## src/rtl/dacfe_pkg.sv

```systemverilog
package dacfe_pkg;
  parameter int unsigned CODE_W = 14;

  typedef enum logic {
    MODE_IL   = 1'b0,
    MODE_DUAL = 1'b1
  } bus_mode_e;
endpackage

```

## src/rtl/dacfe_edge.sv

```systemverilog
module dacfe_edge #(
  parameter int unsigned N = 4
) (
  input  logic         clk,
  input  logic         rst,
  input  logic [N-1:0] lvl,
  output logic [N-1:0] rise,
  output logic [N-1:0] fall
);
  logic [N-1:0] lvl_q;

  for (genvar g = 0; g < N; g++) begin : g_bit
    always_ff @(posedge clk) begin
      if (rst) lvl_q[g] <= 1'b0;
      else     lvl_q[g] <= lvl[g];
    end
    assign rise[g] = lvl[g] & ~lvl_q[g];
    assign fall[g] = ~lvl[g] & lvl_q[g];
  end
endmodule

```

## src/rtl/dacfe_div.sv

```systemverilog
module dacfe_div (
  input  logic clk,
  input  logic rst,
  input  logic align,
  input  logic tick,
  output logic dclk,
  output logic upd
);
  logic armed;

  // first tick after align only arms; later ticks toggle the core clock
  always_ff @(posedge clk) begin
    if (rst || align) begin
      armed <= 1'b0;
      dclk  <= 1'b0;
    end else if (tick) begin
      if (!armed) armed <= 1'b1;
      else        dclk  <= ~dclk;
    end
  end

  assign upd = tick & armed & ~dclk & ~align;
endmodule

```

## src/rtl/dacfe_chan.sv

```systemverilog
module dacfe_chan #(
  parameter int unsigned W = 14
) (
  input  logic         clk,
  input  logic         rst,
  input  logic         cap,
  input  logic [W-1:0] din,
  input  logic         ld_hold,
  input  logic         ld_core,
  input  logic         use_hold,
  output logic [W-1:0] core_q
);
  logic [W-1:0] in_r;
  logic [W-1:0] hold_r;

  always_ff @(posedge clk) begin
    if (rst) begin
      in_r   <= '0;
      hold_r <= '0;
      core_q <= '0;
    end else begin
      if (cap)     in_r   <= din;
      if (ld_hold) hold_r <= in_r;
      if (ld_core) core_q <= use_hold ? hold_r : in_r;
    end
  end
endmodule

```

## src/rtl/dacfe_top.sv

```systemverilog
module dacfe_top
  import dacfe_pkg::*;
#(
  parameter int unsigned DATA_W = CODE_W
) (
  input  logic              clk,
  input  logic              rst,
  input  logic              mode_dual,
  input  logic              sleep,
  input  logic              align,
  input  logic              wr_a,
  input  logic              upd_a,
  input  logic              wr_b,
  input  logic              upd_b,
  input  logic              sel_a,
  input  logic [DATA_W-1:0] din_a,
  input  logic [DATA_W-1:0] din_b,
  output logic [DATA_W-1:0] core_a,
  output logic [DATA_W-1:0] core_b,
  output logic              core_clk_a,
  output logic              core_clk_b,
  output logic              core_vld_a,
  output logic              core_vld_b
);
  localparam int unsigned N_STRB = 4;
  localparam int unsigned N_CH   = 2;

  logic [N_STRB-1:0] strb_lvl, strb_rise, strb_fall;
  assign strb_lvl = {upd_b, wr_b, upd_a, wr_a};

  dacfe_edge #(.N(N_STRB)) u_edge (
    .clk (clk),
    .rst (rst),
    .lvl (strb_lvl),
    .rise(strb_rise),
    .fall(strb_fall)
  );

  logic unused_fall;
  assign unused_fall = ^strb_fall[N_STRB-1:1];

  bus_mode_e mode;
  assign mode = mode_dual ? MODE_DUAL : MODE_IL;

  logic dclk, div_upd;
  dacfe_div u_div (
    .clk  (clk),
    .rst  (rst),
    .align(align),
    .tick (strb_rise[1]),
    .dclk (dclk),
    .upd  (div_upd)
  );

  logic [N_CH-1:0]   cap, ld_core;
  logic              ld_hold, use_hold;
  logic [DATA_W-1:0] ch_din  [N_CH];
  logic [DATA_W-1:0] ch_core [N_CH];

  always_comb begin
    if (mode == MODE_DUAL) begin
      cap      = {strb_rise[2], strb_rise[0]};
      ch_din[0] = din_a;
      ch_din[1] = din_b;
      ld_hold  = 1'b0;
      use_hold = 1'b0;
      ld_core  = {strb_rise[3], strb_rise[1]} & {N_CH{~sleep}};
    end else begin
      cap      = {strb_rise[0] & ~sel_a, strb_rise[0] & sel_a};
      ch_din[0] = din_a;
      ch_din[1] = din_a;
      ld_hold  = strb_fall[0];
      use_hold = 1'b1;
      ld_core  = {N_CH{div_upd & ~sleep}};
    end
  end

  for (genvar g = 0; g < N_CH; g++) begin : g_ch
    dacfe_chan #(.W(DATA_W)) u_chan (
      .clk     (clk),
      .rst     (rst),
      .cap     (cap[g]),
      .din     (ch_din[g]),
      .ld_hold (ld_hold),
      .ld_core (ld_core[g]),
      .use_hold(use_hold),
      .core_q  (ch_core[g])
    );
  end

  assign core_a = ch_core[0];
  assign core_b = ch_core[1];

  always_ff @(posedge clk) begin
    if (rst) begin
      core_vld_a <= 1'b0;
      core_vld_b <= 1'b0;
      core_clk_a <= 1'b0;
      core_clk_b <= 1'b0;
    end else begin
      core_vld_a <= ld_core[0];
      core_vld_b <= ld_core[1];
      core_clk_a <= ~sleep & ((mode == MODE_DUAL) ? upd_a : dclk);
      core_clk_b <= ~sleep & ((mode == MODE_DUAL) ? upd_b : dclk);
    end
  end
endmodule

```

## config.mk

```make
export PLATFORM = sky130hd
export DESIGN_NAME = dacfe_top
export DESIGN_NICKNAME = d
export VERILOG_FILES = /design/src/rtl/dacfe_pkg.sv /design/src/rtl/dacfe_edge.sv /design/src/rtl/dacfe_div.sv /design/src/rtl/dacfe_chan.sv /design/src/rtl/dacfe_top.sv
export SDC_FILE = /design/constraint.sdc
export NUM_CORES = 1
export LEC_CHECK = 0
export BUFFER_PORTS_ARGS = -buffer_cell sky130_fd_sc_hd__clkbuf_2
export CORE_ASPECT_RATIO = 0.8
export CORE_MARGIN = 10
export CORE_UTILIZATION = 30
export CTS_CLUSTER_DIAMETER = 60
export DETAILED_ROUTE_END_ITERATION = 12
export SETUP_SLACK_MARGIN = 0.15
export SLEW_MARGIN = 30
export SYNTH_ARGS = -nofsm -noshare
export SYNTH_HDL_FRONTEND = slang
export SYNTH_SLANG_ARGS = --single-unit
```

## constraint.sdc

```tcl
create_clock -name clk -period 2 [get_ports clk]
set_input_delay 0 -clock clk [delete_from_list [all_inputs] [get_ports clk]]
set_output_delay 0 -clock clk [all_outputs]
set_load 0.01 [all_outputs]
```

### Yosys cells after proc, flatten, opt, wreduce, memory -nomap -nowiden

Cells that the tools add are included.

* add/sub/neg operators: 0
* $mul: 0
* div/mod/pow operators: 0
* magnitude comparators: 0
* equality and inequality tests: 0
* shift-type cells: 0
* multiplexer cells: 9
* bitwise gates (word level): 23
* reduce and logical (&&, ||, !) cells: 2

Operator list (count)
* $mux 14: 3
* $and 1x1->1: 13
* $not 1->1: 9
* $mux 1: 4
* $mux 2: 2
* $and 2x2->2: 1
* $reduce_and 2->1: 1
* $logic_or 1x1->1: 1

* register bits: 94
* bits in latches: 0
* memory bits (writable): 0
* ROM bits: 0
* input port bits: 38
* output and inout port bits: 32
* logic and storage cells: 50
* memories kept: 0

### Depth between registers and ports, before layout

* depth after elaboration: 7
* depth in mapped cells: 7
* depth with buffers taken out: 3

### By module

From an unflattened synthesis, not the netlist that was laid out.

* cell total of the unflattened synthesis: 369
* area total of the unflattened synthesis: 3853.7 um2

By module, submodules not included
* dacfe_chan: instances 2, cells an instance 154, area an instance 1617.8 um2, seq. area each 840.8 um2
* dacfe_top: instances 1, cells an instance 36, area an instance 375.4 um2, seq. area each 80.1 um2
* dacfe_edge: instances 1, cells an instance 16, area an instance 155.1 um2, seq. area each 80.1 um2
* dacfe_div: instances 1, cells an instance 9, area an instance 87.6 um2, seq. area each 40.0 um2

### Worst setup path after synthesis

OpenSTA, ideal clock, no wires.

* kind: flip-flop to flip-flop
* start: register u_edge.lvl_q[0]
* end: register g_ch[0].u_chan.hold_r[0]
* library setup time: 132 ps
* data arrival time: 1264 ps
* required time: 1868 ps
* slack: 604 ps
* cell stages (with the launch flop): 6
* buffers on the path: 2
* clock period less this slack: 1396 ps
* cell sequence: dfxtp_1 or3b_2 buf_2 buf_2 nand2_1 a21oi_1

* longest elaborated chain between the ends: 2

RTL lines
* start: declaration: line dacfe_edge.sv:10 `logic [N-1:0] lvl_q;`
* start signal: indexed assignment: line dacfe_edge.sv:15 `else lvl_q[g] <= lvl[g];`
* $and 1x1->1: line dacfe_edge.sv:18 `assign fall[g] = ~lvl[g] & lvl_q[g];`
* $mux 1: line dacfe_top.sv:61 `if (mode == MODE_DUAL) begin`
* end signal: assignment: line dacfe_chan.sv:23 `if (ld_hold) hold_r <= in_r;`
* end: declaration: line dacfe_chan.sv:14 `logic [W-1:0] hold_r;`

Every way passes these cells.
A chain may end at the register's enable or synchronous reset.

### Worst setup path in the final report

* start: register u_edge.lvl_q[1]
* end: register g_ch[0].u_chan.core_q[4]

* longest elaborated chain between the ends: 7
* elaborated cells on any way between the ends: 8
* those cells by class: mux (1); bitwise (7)

RTL lines
* $not 1->1 (*): line dacfe_edge.sv:17 `assign rise[g] = lvl[g] & ~lvl_q[g];`
* $and 1x1->1 (*): line dacfe_edge.sv:17
* $and 1x1->1 (3 in a row): line dacfe_div.sv:22 `assign upd = tick & armed & ~dclk & ~align;`
* $and 1x1->1: line dacfe_top.sv:74 `ld_core = {N_CH{div_upd & ~sleep}};`
* $mux 2 (*): line dacfe_top.sv:61
* end signal: assignment: line dacfe_chan.sv:24 `if (ld_core) core_q <= use_hold ? hold_r : in_r;`
* end: declaration: line dacfe_chan.sv:11 `output logic [W-1:0] core_q`

Mark *: on every way between the ends. The rest lies on a longest branch, timed or not.

==> results_dict.tcl <==
set metrics [dict create \
    dp.cells 633 \
    layout_common_cells "dfxtp_1 (94), clkbuf_2 (68), a211oi_1 (61)" \
    cts_tree "yes" \
    grtUsageTotal 0.1213 \
    grt_overflow 0 \
    fillers 1325 \
    rr_worst_depth 3 \
    clock_skew_ns 0.007614 \
    synthFlopType "dfxtp_1" \
    multi_input_area_um2 1878 \
    status "finished, final reports clean" \
    wl_um 11220 \
    grt_pass1_vias 3294 \
    boundaryPins 70 \
    synthArstFlopShare 0 \
    intPower_mw 3.286 \
    synth_top_cell_by_area "dfxtp_1" \
    clkSlewWorstSetupHoldPaths_ns 0.07 \
    layout.nets 527 \
    p_leak_nw 1.878 \
    synth-edff-count 0 \
    path_depth 3 \
    power_frac_comb 0.108 \
    slowest_stage "and3b_1" \
    rsz0062_at_grt "false" \
    fp.coreArea_um2 12960 \
    cts_post_setup_buffers_inserted 0 \
    critical_path.cell_chain "and3b_1 -> a21o_1 -> a211oi_1" \
    instances_no_fill 669 \
    crit_required_ns 2.20 \
    worst_pin_slew_ns 0.6945 \
    netlist_top_cells_area "dfxtp_1 (47%), a211oi_1 (11%), mux2i_1 (11%)" \
    final-setup-viol-count 0 \
    layout_min_cycle_time_ns 1.592 \
    io_buffers 69 \
    cts_buffer_depth 2 \
    seqPwrFrac 0.466 \
    crit_type "flop to flop" \
    fin_ws_ns 0.4077 \
    vias 3344 \
    root_buffer "clkbuf_16" \
    clock-sinks 94 \
    cts_htree_levels 3 \
    period_share 0.7961 \
    ir_worst_vdd_v 0.0004916 \
    drive_above_1_share 0.2287 \
    final-max-slew-violation-count 0 \
    crit_family "compound AO/OA/AOI/OAI gates" \
    routed_via_density 4.999 \
    cp_max_fo 15 \
    grt_pass1_wl_um 17850 \
    syn_to_final_growth_pct 24.48 \
    post_cts_resized 0 \
    fin_tns_setup_ns 0 \
    layout_commonest_cell "dfxtp_1" \
    fp.dieW_um 149.0 \
    dp_slack_ns 0.4333 \
    avgSynthCellArea_um2 9.549 \
    synth_top_area_frac 0.4715 \
    syn_area_um2 3991 \
    diodes 0 \
    fp.dieArea_um2 18350 \
    hold_depth 3 \
    ys_ff_latch 94 \
    yosysUniqueCellTypes 29 \
    arrival_ns 1.79 \
    ant_nets 0 \
    maxCapViolCount 0 \
    grt_max_degree 95 \
    maxSlewHeadroom 0.5353 \
    crit_path_end_kind "flop" \
    drt-initial-drc-count 213 \
    hold_violations 0 \
    p_sw_frac 0.2422 \
    hpwl_um 8096 \
    core.rowCount 37 \
    layout.area.seq_um2 1882 \
    startpoint_type "flop" \
    hold_class "input port to flop" \
    yosysWarnings 0 \
    p_sw_mw 1.050 \
    gp_congestion 0.8318 \
    firstDrtPassIters 4 \
    clk_latency_ns 0.34 \
    drcViolationCount 0 \
    syn_nets 456 \
    power_frac_clock 0.426 \
    wl_per_cell_um 16.78 \
    syn_inst 418 \
    antenna_found_initial 0 \
    worst-path-buf-inv 0 \
    die_h_um 123.2 \
    powerDensity_nw_per_um2 872.7 \
    cts_inserted_buffers 9 \
    start_util 0.3079 \
    seq_area_frac_synth 0.4715 \
    slowest_delay_ns 0.50 \
    max_freq_mhz 628.0 \
    finalPower_mw 4.336 \
]
cells by family (layout without fill, tap and decap cells):
kind of cell / count (synthesis) / count (layout) / synth area share
AND/OR/NAND/NOR: 108 / 108 / 0.1386
multiplexers: 42 / 42 / 0.1053
XOR/XNOR: 1 / 1 / 0.002195
buffers and inverters: 42 / 118 / 0.05799
AO/OA/AOI/OAI: 131 / 131 / 0.2245
flip-flops: 94 / 94 / 0.4715
through the flow:
step                  util  instance area [µm²]  hold slack, ns
floorplan                -                 3991         0.07741
global placement    0.3428                 4443          0.2526
detailed placement  0.3428                 4443          0.2538
CTS                 0.3833                 4969         0.01138
global route        0.3833                 4969         0.03169
finish              0.3833                 4969        0.004009
cell usage after synthesis (6+ instances only):
cell and instances:
nor3_1 16, mux2i_1 42, clkbuf_1 14, buf_6 6, o21ai_0 14, buf_2 17, nand3_1 14, a211oi_1 61
nand2_1 58, a21oi_1 43, nor2b_1 7, dfxtp_1 94, a211oi_2 11
final timing paths:
check                                         from                                    end  slack (ns)
max                     u_edge.lvl_q[1]$_SDFF_PP0_  g_ch[0].u_chan.core_q[4]$_SDFFE_PP0P_        0.41
min                                       din_b[3]    g_ch[1].u_chan.in_r[3]$_SDFFE_PP0P_       0.004
max reg2reg             u_edge.lvl_q[1]$_SDFF_PP0_  g_ch[0].u_chan.core_q[4]$_SDFFE_PP0P_        0.41
min reg2reg  g_ch[1].u_chan.hold_r[7]$_SDFFE_PP0P_  g_ch[1].u_chan.hold_r[7]$_SDFFE_PP0P_        0.45
registers in the layout, summed over array words and instances, names as in the netlist:
register and cells:
core_vld_b 1, u_div.armed 1, core_clk_a 1, u_edge.lvl_q 4, core_clk_b 1, g_ch.u_chan.core_q 28
g_ch.u_chan.hold_r 28, g_ch.u_chan.in_r 28, core_vld_a 1, u_div.dclk 1
area by class of cell:
cell class | count | share of cell area
clock buffers | 11 | 0.04885
well taps | 175 | 0.04407
flip-flops and latches | 94 | 0.3787
multi-input cells | 282 | 0.3780
clock inverters | 5 | 0.01662
repair buffers | 101 | 0.1330
inverters | 1 | 0.0007555
layer usage:
| layer | part of all wire | GRT usage |
|---|---|---|
| met1 | 0.52 | 0.1839 |
| met2 | 0.39 | 0.1562 |
| met3 | 0.090 | 0.04308 |
| met4 | 0.0050 | 0.02754 |
| met5 | 0 | 0 |
power groups by stage:
stage                     clock, mW  combinational, mW  sequential (mW)
final                          1.85              0.469             2.02
after global routing           1.96              0.516             2.03
after floorplan                   0              0.288             2.05
after CTS                      1.87              0.471             2.02
after detailed placement          0              0.437             2.06
after global placement            0              0.431             2.06
tightest hold or removal path: stages:
cell      delay (ns)
clkbuf_2        0.08
mux2i_1         0.13
a211oi_1        0.09
what timing repair did:
action	4_1_cts	5_1_grt
endpoints found under the setup margin	0	0
endpoints found under the hold margin	22	0
hold buffers	20	0
No activity file was read; power rests on OpenSTA's default activity.
